File: src/rtl/frac_mash_div.sv
module frac_mash_div #(
  parameter int IW      = 8,
  parameter int FW      = 28,
  parameter int MW      = 16,
  parameter int MLOW    = 6,
  parameter int NUM_LSB = 9,
  parameter int DW      = 16,
  parameter int DSH     = 12,
  parameter int MIN_INT = 23,
  parameter int OW      = IW + 1
) (
  input  logic                 clk,
  input  logic                 rst,
  input  logic                 load,
  input  logic [IW-1:0]        int_in,
  input  logic [FW-1:0]        frac_in,
  input  logic [MW-MLOW-1:0]   mod_hi_in,
  input  logic                 rat_en,
  input  logic [2:0]           order_in,
  input  logic signed [DW-1:0] dither_in,
  output logic [OW-1:0]        div_out,
  output logic                 err
);
  localparam int AW = FW + 1;
  localparam logic [AW-1:0] BIN_LIM = AW'(1) << FW;

  logic [IW-1:0] int_q;
  logic [FW-1:0] frac_q;
  logic [MW-1:0] mod_q;
  logic          rat_q;
  logic [1:0]    ord_q;

  logic [MW-1:0] mod_w, num_w;
  logic          rat_w, bad_w;
  logic [1:0]    ord_w;

  assign mod_w = {mod_hi_in, frac_in[MLOW-1:0]};
  assign num_w = frac_in[NUM_LSB+MW-1:NUM_LSB];
  assign rat_w = rat_en && (mod_w != '0);
  assign ord_w = (order_in >= 3'd3) ? 2'd3 : order_in[1:0];
  assign bad_w = (int_in < IW'(MIN_INT)) || (rat_w && (num_w > mod_w));

  logic signed [FW+1:0] dext, dsum;
  logic [AW-1:0] x, lim;

  assign dext = (FW+2)'(dither_in) <<< DSH;
  assign dsum = $signed({2'b00, frac_q}) + dext;
  assign lim  = rat_q ? AW'(mod_q) : BIN_LIM;

  always_comb begin
    if (rat_q)         x = AW'(frac_q[NUM_LSB+MW-1:NUM_LSB]);
    else if (dsum[FW+1]) x = '0;
    else if (dsum[FW])   x = BIN_LIM - AW'(1);
    else               x = AW'(dsum[FW-1:0]);
  end

  logic [AW-1:0] acc_q [3];
  logic [AW-1:0] acc_d [3];
  logic [AW-1:0] feed, sum_s;
  logic [2:0]    cy;
  logic          c2d, c3d, c3dd;

  always_comb begin
    feed = x;
    for (int k = 0; k < 3; k++) begin
      sum_s    = acc_q[k] + feed;
      cy[k]    = sum_s >= lim;
      acc_d[k] = cy[k] ? sum_s - lim : sum_s;
      feed     = acc_d[k];
    end
  end

  logic signed [3:0] off;

  always_comb begin
    off = $signed({3'b000, cy[0]});
    if (ord_q >= 2'd2)
      off = off + $signed({3'b000, cy[1]}) - $signed({3'b000, c2d});
    if (ord_q == 2'd3)
      off = off + $signed({3'b000, cy[2]}) - $signed({2'b00, c3d, 1'b0})
                + $signed({3'b000, c3dd});
  end

  always_ff @(posedge clk) begin
    if (rst) begin
      int_q   <= '0;
      frac_q  <= '0;
      mod_q   <= '0;
      rat_q   <= 1'b0;
      ord_q   <= '0;
      err     <= 1'b0;
      div_out <= '0;
      c2d     <= 1'b0;
      c3d     <= 1'b0;
      c3dd    <= 1'b0;
      for (int k = 0; k < 3; k++) acc_q[k] <= '0;
    end else if (load) begin
      int_q   <= int_in;
      frac_q  <= frac_in;
      mod_q   <= mod_w;
      rat_q   <= rat_w;
      ord_q   <= ord_w;
      err     <= bad_w;
      div_out <= '0;
      c2d     <= 1'b0;
      c3d     <= 1'b0;
      c3dd    <= 1'b0;
      for (int k = 0; k < 3; k++) acc_q[k] <= '0;
    end else if (err) begin
      div_out <= '0;
    end else if (ord_q == 2'd0) begin
      div_out <= OW'(int_q);
    end else begin
      for (int k = 0; k < 3; k++) acc_q[k] <= acc_d[k];
      c2d     <= cy[1];
      c3d     <= cy[2];
      c3dd    <= c3d;
      div_out <= OW'(int_q) + OW'(off);
    end
  end
endmodule

File: config.mk
export PLATFORM = sky130hd
export DESIGN_NAME = frac_mash_div
export DESIGN_NICKNAME = d
export VERILOG_FILES = /design/src/rtl/frac_mash_div.sv
export SDC_FILE = /design/constraint.sdc
export NUM_CORES = 1
export LEC_CHECK = 0
export BUFFER_PORTS_ARGS = -buffer_cell sky130_fd_sc_hd__clkbuf_2
export CAP_MARGIN = 20
export CORE_MARGIN = 3
export CORE_UTILIZATION = 60
export CTS_BUF_LIST = sky130_fd_sc_hd__clkbuf_4 sky130_fd_sc_hd__clkbuf_8
export DETAILED_ROUTE_END_ITERATION = 12
export PLACE_DENSITY = 0.78
export SLEW_MARGIN = 20
export SYNTH_ARGS = -nofsm -noshare
export SYNTH_HDL_FRONTEND = slang
export SYNTH_SLANG_ARGS = --single-unit
export TNS_END_PERCENT = 50
File: constraint.sdc
create_clock -name clk -period 23.9 [get_ports clk]
set_clock_uncertainty 0.05 [all_clocks]
set_input_delay 2.39 -clock clk [delete_from_list [all_inputs] [get_ports clk]]
set_output_delay 2.39 -clock clk [all_outputs]
set_load 0.02 [all_outputs]
==> results of run 1 <==
[final timing paths]
| kind | startpoint | to | slack (ps) | cells past startpoint |
|---|---|---|---|---|
| setup / recovery | dither_in[1] | div_out[7] | 1310 | 84 |
| hold / removal | int_q[0] | div_out[0] | 450 | 2 |
| setup reg to reg | frac_q[13] | div_out[7] | 2850 | 83 |
| hold reg to reg | int_q[0] | div_out[0] | 450 | 2 |
[placed cells by master (no fill, tap or decap), types with 7 or more instances in the layout]
| cell | Yosys | final |
|---|---|---|
| nor2_1 | 215 | 214 |
| ha_1 | 182 | 182 |
| a21oi_1 | 156 | 156 |
| nand2_1 | 131 | 131 |
| xnor2_1 | 104 | 104 |
| edfxtp_1 | 87 | 87 |
| o21ai_0 | 84 | 84 |
| clkbuf_2 | 0 | 77 |
| inv_1 | 75 | 75 |
| and2_1 | 73 | 73 |
| mux2i_1 | 67 | 67 |
| a21o_1 | 64 | 64 |
| dfxtp_1 | 62 | 62 |
| xor2_1 | 49 | 49 |
| nor3_1 | 39 | 39 |
| nand2b_1 | 30 | 30 |
| a211oi_1 | 30 | 30 |
| o21bai_1 | 28 | 28 |
| nand3_1 | 27 | 27 |
| nand4_1 | 26 | 26 |
| nor2b_1 | 26 | 25 |
| o21a_1 | 24 | 24 |
| o21ai_1 | 22 | 22 |
| o211ai_1 | 20 | 20 |
| clkbuf_8 | 0 | 19 |
| or3_1 | 17 | 16 |
| and3_1 | 13 | 13 |
| a31oi_1 | 13 | 13 |
| mux2_1 | 13 | 13 |
| nor4_1 | 12 | 12 |
| buf_4 | 0 | 12 |
| fa_1 | 9 | 9 |
| o31ai_1 | 7 | 7 |
| a311oi_1 | 8 | 7 |
| or2_2 | 7 | 7 |
| a211o_1 | 7 | 7 |
[stage by stage]
stage	cell area (sq um)	worst slack (ps)
detailed placement	16400	676
global route	16800	-114
finish	16800	1310
global placement	16400	1350
CTS	16800	1080
floorplan	15700	2630
[final cells by class]
| class | count | area share |
|---|---|---|
| Timing Repair Buffer | 90 | 0.0286 |
| Sequential cell | 149 | 0.229 |
| Clock inverter | 12 | 0.00811 |
| Multi-Input combinational cell | 1610 | 0.676 |
| Inverter | 77 | 0.0172 |
| Tap cell | 330 | 0.0246 |
| Clock buffer | 20 | 0.0160 |
[sequential cells by signal, indices dropped and copies added, names as in the netlist]
signal,cells
int_q,8
c2d,1
c3d,1
ord_q,2
div_out,9
frac_q,28
acc_q,87
c3dd,1
rat_q,1
err,1
mod_q,10
[worst max-delay path: cells and delay by family]
family | cells | cell delay (ps)
compound gates | 47 | 11630
fa+ha+maj | 10 | 3310
simple gates | 14 | 2790
buf+inv | 5 | 950
xor+xnor | 5 | 900
mux | 3 | 890
[timing repair]
action | 4_1_cts | 5_1_grt
hold buffers | 0 | 0
buffers inserted | 0 | 2
endpoints found under the setup margin | 0 | 6
resized for setup | 0 | 7
[layer usage]
metal | wire length, um | up-vias | track usage | share of wire
li1 | - | 7076 | - | -
met1 | 19100 | 6714 | 0.416 | 0.45
met2 | 19400 | 601 | 0.473 | 0.45
met3 | 3030 | 84 | 0.0364 | 0.071
met4 | 1360 | 0 | 0.0993 | 0.032
met5 | 0 | - | 0 | 0
[logic make-up (layout without fill, tap and decap cells)]
family / Yosys count / after routing / synth area share
fa+ha+maj: 191 / 191 / 0.156
compound gates: 536 / 536 / 0.222
xor+xnor: 153 / 153 / 0.0852
buf+inv: 143 / 199 / 0.0352
mux: 83 / 83 / 0.0541
flops: 149 / 149 / 0.245
simple gates: 647 / 647 / 0.202
==> results.md, run 1 <==
* Die height at 168 um
* Synthesis-to-layout area growth at 6.88%
* Detail Route Antenna Nets at 0
* MaxCap Viol Count at 0
* Crit path kind: input port to register
* Cell Count, Final, Fillers Out at 2,288
* Slowest stage delay, CP at 580 ps
* Crit share post-route at 0.945
* Routed len/inst at 18.8 um
* PortBufs at 78
* Max-slew violations at 0
* EDFF count, synth at 87
* H-tree depth at 4
* First-pass GRT wire length at 68,600 um
* Vias in the first global route at 13,500
* Chip Width at 168 um
* Std-Cell Core Area at 25,500 sq um
* CTS Sinks at 149
* Final core occ at 0.660
* Share of the synthesized area in the top cell type at 0.166
* Synth top cells by count: nor2_1, ha_1, a21oi_1
* Drt pass-1 iters at 6
* Inserted Clock Buffers at 17
* Setup violators final at 0
* Largest net degree at the start of global routing at 64
* Register area at 3850 sq um
* RD Place Congestion at 0.985
* Initial Utilization at 0.617
* Routed via count at 14,500
* Ranking of synthesized cells by area: edfxtp_1, ha_1, dfxtp_1, xnor2_1, nor2_1
* Worst hold slack at 448 ps
* Multi-input gate area at 11,400 sq um
* Hpwl dp at 33,500 um
* Die area at 28,200 sq um
* ANT cells at 0
* Final min period at 22,590 ps
* Number of vias per cell at 6.33
* Post-Syn Area at 15,700 sq um
* Routed wire length at 42,900 um
* CP required at 24,220 ps
* GRT Overall Usage at 0.295
* CP endpoint kind: register
* Worst Path Arrival at 22,910 ps
* Prevailing post-synth register cell: edfxtp_1
* Yosys top cell by area: edfxtp_1
* Critical path peak fanout at 30
* CP Launch Type: input port
* Syn nets at 2,162
* Endpoints failing hold at 0
* Initial drt markers at 1,359
* Fmax at 44.3 MHz
* Num ports at 79
* Register area share after synthesis at 0.245
* Clock Latency Late Sink at 480 ps
* Status: completed
* Root buf cell: clkbuf_8
* Max Root-Sink Buffers at 2
* Remaining DRCs at 0
* Synth async-reset ratio at 0
* Distinct cells, synth at 83
* Clk pin slew, worst setup/hold paths at 100 ps
* Initial antenna violation count at 0
* Final net count at 2,205
* #FFs+latches synth at 149
* Slew HR at 0.359
* Hold Path Class: register to register
* CP most frequent cell: a21oi_1
* Syn Inst Count at 1,902
* Final setup TNS at 0 ps
* Placed insts at 2,254
* Worst Tran Pin Value at 955 ps
* Fillers at 2,195
* Share of cells above drive strength 1 at 0.0797
* Slowest CP cell: a2111oi_0
* Num rows at 58
* Gr ovfl total at 0
* Most frequent cell after synthesis: nor2_1
* Synth Area per Inst at 8.27 sq um
* Yosys warns at 0
* CTS tree: built
Power of run 1 is not shown: default switching activity piles up to over one toggle a cycle in this logic, so the estimate is an artifact.
==> run 2: changes to the inputs <==
BUFFER_PORTS_ARGS = not set   (was -buffer_cell sky130_fd_sc_hd__clkbuf_2)
DONT_BUFFER_PORTS = 1   (was not set)
PLACE_DENSITY = 0.76   (was 0.78)
==> results.md, run 2 (synthesis gave the netlist of run 1 again) <==
* WHS Path Cells at 2 (unchanged)
* PortBufs at 0 (-100%)
* Slew HR at 0.359 (about the same)
* Worst Tran Pin Value at 955 ps (+0.0958 ps)
* Initial drt markers at 1,306 (-3.9%)
* MaxCap Viol Count at 0 (unchanged)
* Routed via count at 14,000 (-3.3%)
* H-tree depth at 4 (unchanged)
* Initial Utilization at 0.617 (unchanged)
* CP Launch Type: input port
* CTS Sinks at 149 (unchanged)
* Setup violators final at 0 (unchanged)
* Share of cells above drive strength 1 at 0.0394 (-0.0402)
* Worst Path Arrival at 22,850 ps (-60 ps)
* Placed insts at 2,174 (-3.5%)
* CP most frequent cell: a21oi_1
* Top Family by Delay on Critical Path: compound AO/OA/AOI/OAI gates
* Slowest stage delay, CP at 550 ps (-30 ps)
* Worst r2r path cells at 82 (-1.2%)
* Final net count at 2,124 (-3.7%)
* Chip Width at 168 um (unchanged)
* Remaining DRCs at 0 (unchanged)
* Fmax at 44.4 MHz (+0.22%)
* Finished Cell Area at 16,400 sq um (-2.6%)
* Buf+Inv Stages, Crit Path at 4 (-1)
* Detail Route Antenna Nets at 0 (unchanged)
* Root buf cell: clkbuf_8
* Die area at 28,200 sq um (unchanged)
* Crit share post-route at 0.943 (-0.00204)
* Gr ovfl total at 0 (unchanged)
* Final setup TNS at 0 ps (unchanged)
* First-pass GRT wire length at 67,500 um (-1.6%)
* Crit path kind: input port to register
* # hold bufs at CTS at 0 (unchanged)
* Routed len/inst at 19.3 um (+2.7%)
* Inserted Clock Buffers at 17 (unchanged)
* Hold Path Class: register to register
* CTS tree: built
* Final core occ at 0.643 (-0.0171)
* Routed wire length at 42,600 um (-0.89%)
* Slowest CP cell: or4b_1
* Die height at 168 um (unchanged)
* Clock Latency Late Sink at 480 ps (about the same)
* Number of vias per cell at 6.34 (+0.25%)
* Number of flip-flops in the largest register at 87 (unchanged)
* Num rows at 58 (unchanged)
* ANT cells at 0 (unchanged)
* Commonest cells after routing, fill and taps aside: nor2_1, ha_1, a21oi_1
* Placed Area at 16,000 sq um (-2.5%)
* Status: completed
* Max Root-Sink Buffers at 2 (unchanged)
* Largest net degree at the start of global routing at 64 (unchanged)
* CP endpoint kind: register
* Num ports at 79 (unchanged)
* Hpwl dp at 33,600 um (+0.32%)
* Critical path depth in cells at 83 (-1.2%)
* Reg with most FFs: acc_q
* Final min period at 22,540 ps (-48.8 ps)
* CP required at 24,210 ps (about the same)
* Cell Count, Final, Fillers Out at 2,207 (-3.5%)
* Vias in the first global route at 13,100 (-3.2%)
* GRT Overall Usage at 0.293 (-0.00240)
* Std-Cell Core Area at 25,500 sq um (unchanged)
* Initial antenna violation count at 0 (unchanged)
* Max-slew violations at 0 (unchanged)
* Fillers at 2,203 (+0.36%)
* Commonest non-fill, non-tap cell in the layout: nor2_1
* Critical path peak fanout at 34 (+13%)
* Drt pass-1 iters at 5 (-1)
* Clk pin slew, worst setup/hold paths at 110 ps (about the same)
* Synthesis-to-layout area growth at 4.11%
* Endpoints failing hold at 0 (unchanged)
* Top flop regs: acc_q (87), frac_q (28), mod_q (10)
* RD Place Congestion at 0.952 (-3.3%)
run 2: cell count changes in the layout (fill, tap and decap cells not counted), sizes merged:
cell / change
buf: -4
bufinv: -1
clkbuf: -80
clkinv: +1
clkinvlp: +1
inv: +2
run 2: worst paths after layout:
kind	start	endpoint	slack (ps)
worst min-delay path	int_q[0]	div_out[0]	450
worst min register to register	int_q[0]	div_out[0]	450
worst max register to register	frac_q[13]	div_out[7]	2830
worst max-delay path	dither_in[0]	div_out[7]	1360
run 2: final cells by class:
| cell class | count | area, sq um | area share |
|---|---|---|---|
| Multi-Input combinational cell | 1610 | 11400 | 0.694 |
| Clock buffer | 17 | 234 | 0.0143 |
| Timing Repair Buffer | 9 | 67.6 | 0.00413 |
| Sequential cell | 149 | 3850 | 0.235 |
| Inverter | 77 | 289 | 0.0176 |
| Tap cell | 330 | 413 | 0.0252 |
| Clock inverter | 15 | 156 | 0.00955 |
run 2: what timing repair did:
action,4_1_cts,5_1_grt
buffers inserted,0,1
setup endpoints to repair,0,6
resized for setup,0,6
run 2: per-layer routing:
metal,wire (um),global-route usage,vias up
li1,-,-,6893
met1,19600,0.416,6539
met2,19300,0.466,499
met3,2440,0.0343,67
met4,1130,0.0968,0
met5,0,0,-
run 2: worst min-delay path: cells and delay by family, from the launching register on:
family | cells | cell delay, ps
flip-flops | 1 | 350
AND/OR/NAND/NOR | 1 | 60
AO/OA/AOI/OAI | 1 | 50
run 2: per-stage QoR:
step                      setup WS, ps  hold WS, ps
after floorplan                   2630          399
after global placement            1460          417
after detailed placement           766          425
after CTS                         1190          434
after global routing             -22.7          483
final                             1360          447
Power of run 2 is left out for the same reason.
==> run 3: changes to the inputs <==
clock period = 26.1 ns   (was 23.9 ns; I/O delays follow)
==> results.md, run 3 (synthesis gave the netlist of run 1 again) <==
* Status: completed
* Gr ovfl total at 0 (unchanged)
* Post-CTS setup buffers at 0 (unchanged)
* Clock Latency Late Sink at 470 ps (about the same)
* Num rows at 58 (unchanged)
* Remaining DRCs at 0 (unchanged)
* Worst Tran Pin Value at 965 ps (+9.58 ps)
* # hold bufs at CTS at 0 (unchanged)
* Critical path peak fanout at 36 (+5.9%)
* Largest net degree at the start of global routing at 64 (unchanged)
* GRT Overall Usage at 0.293 (about the same)
* Commonest cells after routing, fill and taps aside: nor2_1, ha_1, a21oi_1
* R2r endpoint: div_out[8]
* Slowest CP cell: nand2b_1
* Worst r2r path cells at 82 (unchanged)
* Drt pass-1 iters at 6 (+1)
* Worst R2R Start: frac_q[13]
* CP required at 26,430 ps (+2220 ps)
* Vias in the first global route at 13,100 (+0.29%)
* Post-CTS Resized at 0 (unchanged)
* Worst Path Arrival at 23,980 ps (+1130 ps)
* Routed via count at 14,000 (+0.16%)
* Routed wire length at 42,500 um (-0.15%)
* PortBufs at 0 (unchanged)
* Initial antenna violation count at 0 (unchanged)
* RSZ-0062 raised after global routing: false
* First-pass GRT wire length at 67,800 um (+0.35%)
* Slowest stage delay, CP at 640 ps (+90 ps)
* FF-to-FF setup slack at 4150 ps (+1320 ps)
* Top flop regs: acc_q (87), frac_q (28), mod_q (10)
* Worst setup path start: dither_in[1]
* Max-slew violations at 0 (unchanged)
* CP endpoint kind: register
* Num ports at 79 (unchanged)
* Crit share post-route at 0.906
* RD Place Congestion at 0.973 (+2.2%)
* Endpoints failing hold at 0 (unchanged)
* Die height at 168 um (unchanged)
* ANT cells at 0 (unchanged)
* Die area at 28,200 sq um (unchanged)
* Initial drt markers at 1,341 (+2.7%)
* Number of vias per cell at 6.36 (+0.21%)
* Synthesis-to-layout area growth at 3.97%
* Crit path kind: input port to register
* Commonest non-fill, non-tap cell in the layout: nor2_1
* Final min period at 23,650 ps
* Std-Cell Core Area at 25,500 sq um (unchanged)
* CTS tree: built
* Routed len/inst at 19.3 um (-0.10%)
* Slew HR at 0.352 (-0.00643)
* Initial Utilization at 0.617 (unchanged)
* MaxCap Viol Count at 0 (unchanged)
* H-tree depth at 4 (unchanged)
* Setup violators final at 0 (unchanged)
* Inserted Clock Buffers at 17 (unchanged)
* Fillers at 2,227 (+1.1%)
* Hold Path Class: register to register
* CP Launch Type: input port
* Max Root-Sink Buffers at 2 (unchanged)
* Detail Route Antenna Nets at 0 (unchanged)
* Chip Width at 168 um (unchanged)
* CTS Sinks at 149 (unchanged)
* Number of flip-flops in the largest register at 87 (unchanged)
* Root buf cell: clkbuf_8
* Reg with most FFs: acc_q
* Final net count at 2,123 (-0.047%)
* Final setup TNS at 0 ps (unchanged)
* Hpwl dp at 33,600 um (+0.20%)
* CP endpoint: div_out[8]
* Share of cells above drive strength 1 at 0.0368 (-0.00264)
* Clk pin slew, worst setup/hold paths at 110 ps (about the same)
* Fmax at 42.3 MHz
==> run 3: routing by layer <==
layer  share of wire  track usage  vias to the layer above
met5               0            0                        -
li1                -            -                     6893
met4           0.026       0.0857                        0
met2            0.45        0.464                      455
met3           0.056       0.0340                       59
met1            0.47        0.422                     6614
==> run 3: critical path: cells and delay by family <==
| family | cells | cell delay (ps) |
|---|---|---|
| adders and majority gates | 11 | 3770 |
| and+or+nand+nor | 15 | 3590 |
| xor gates and xnor gates | 5 | 840 |
| buffers and inverters | 4 | 560 |
| AOI/OAI and AO/OA | 44 | 11560 |
| muxes | 3 | 950 |
==> run 3: through the flow <==
stage               hold slack [ps]  std cells   util  setup WS (ps)  instance area [sq um]
finish                          436       2206  0.642           2450                  16400
global route                    474       2206  0.642            641                  16400
CTS                             439       2206  0.642           2810                  16400
detailed placement              430       2174  0.626           2380                  16000
global placement                417       2174  0.626           3280                  16000
floorplan                       399       1902      -           4610                  15700
==> run 3: worst min path at each step <==
| stage | startpoint | endpoint | cells past startpoint |
|---|---|---|---|
| finish | int_q[0] | div_out[0] | 2 |
| global route | int_q[0] | div_out[0] | 2 |
| CTS | int_q[0] | div_out[0] | 2 |
| detailed placement | int_q[0] | div_out[0] | 2 |
| global placement | int_q[0] | div_out[0] | 2 |
| floorplan | int_q[0] | div_out[0] | 2 |
==> run 3: layout make-up <==
cell class | count | area (sq um) | share of cell area
inverter | 77 | 289 | 0.0177
timing repair buffer | 8 | 60.1 | 0.00367
clock inverter | 14 | 155 | 0.00949
multi-input combinational | 1610 | 11300 | 0.693
clock buffer | 18 | 248 | 0.0151
sequential | 149 | 3850 | 0.236
tap | 330 | 413 | 0.0252
Power of run 3 is left out for the same reason.
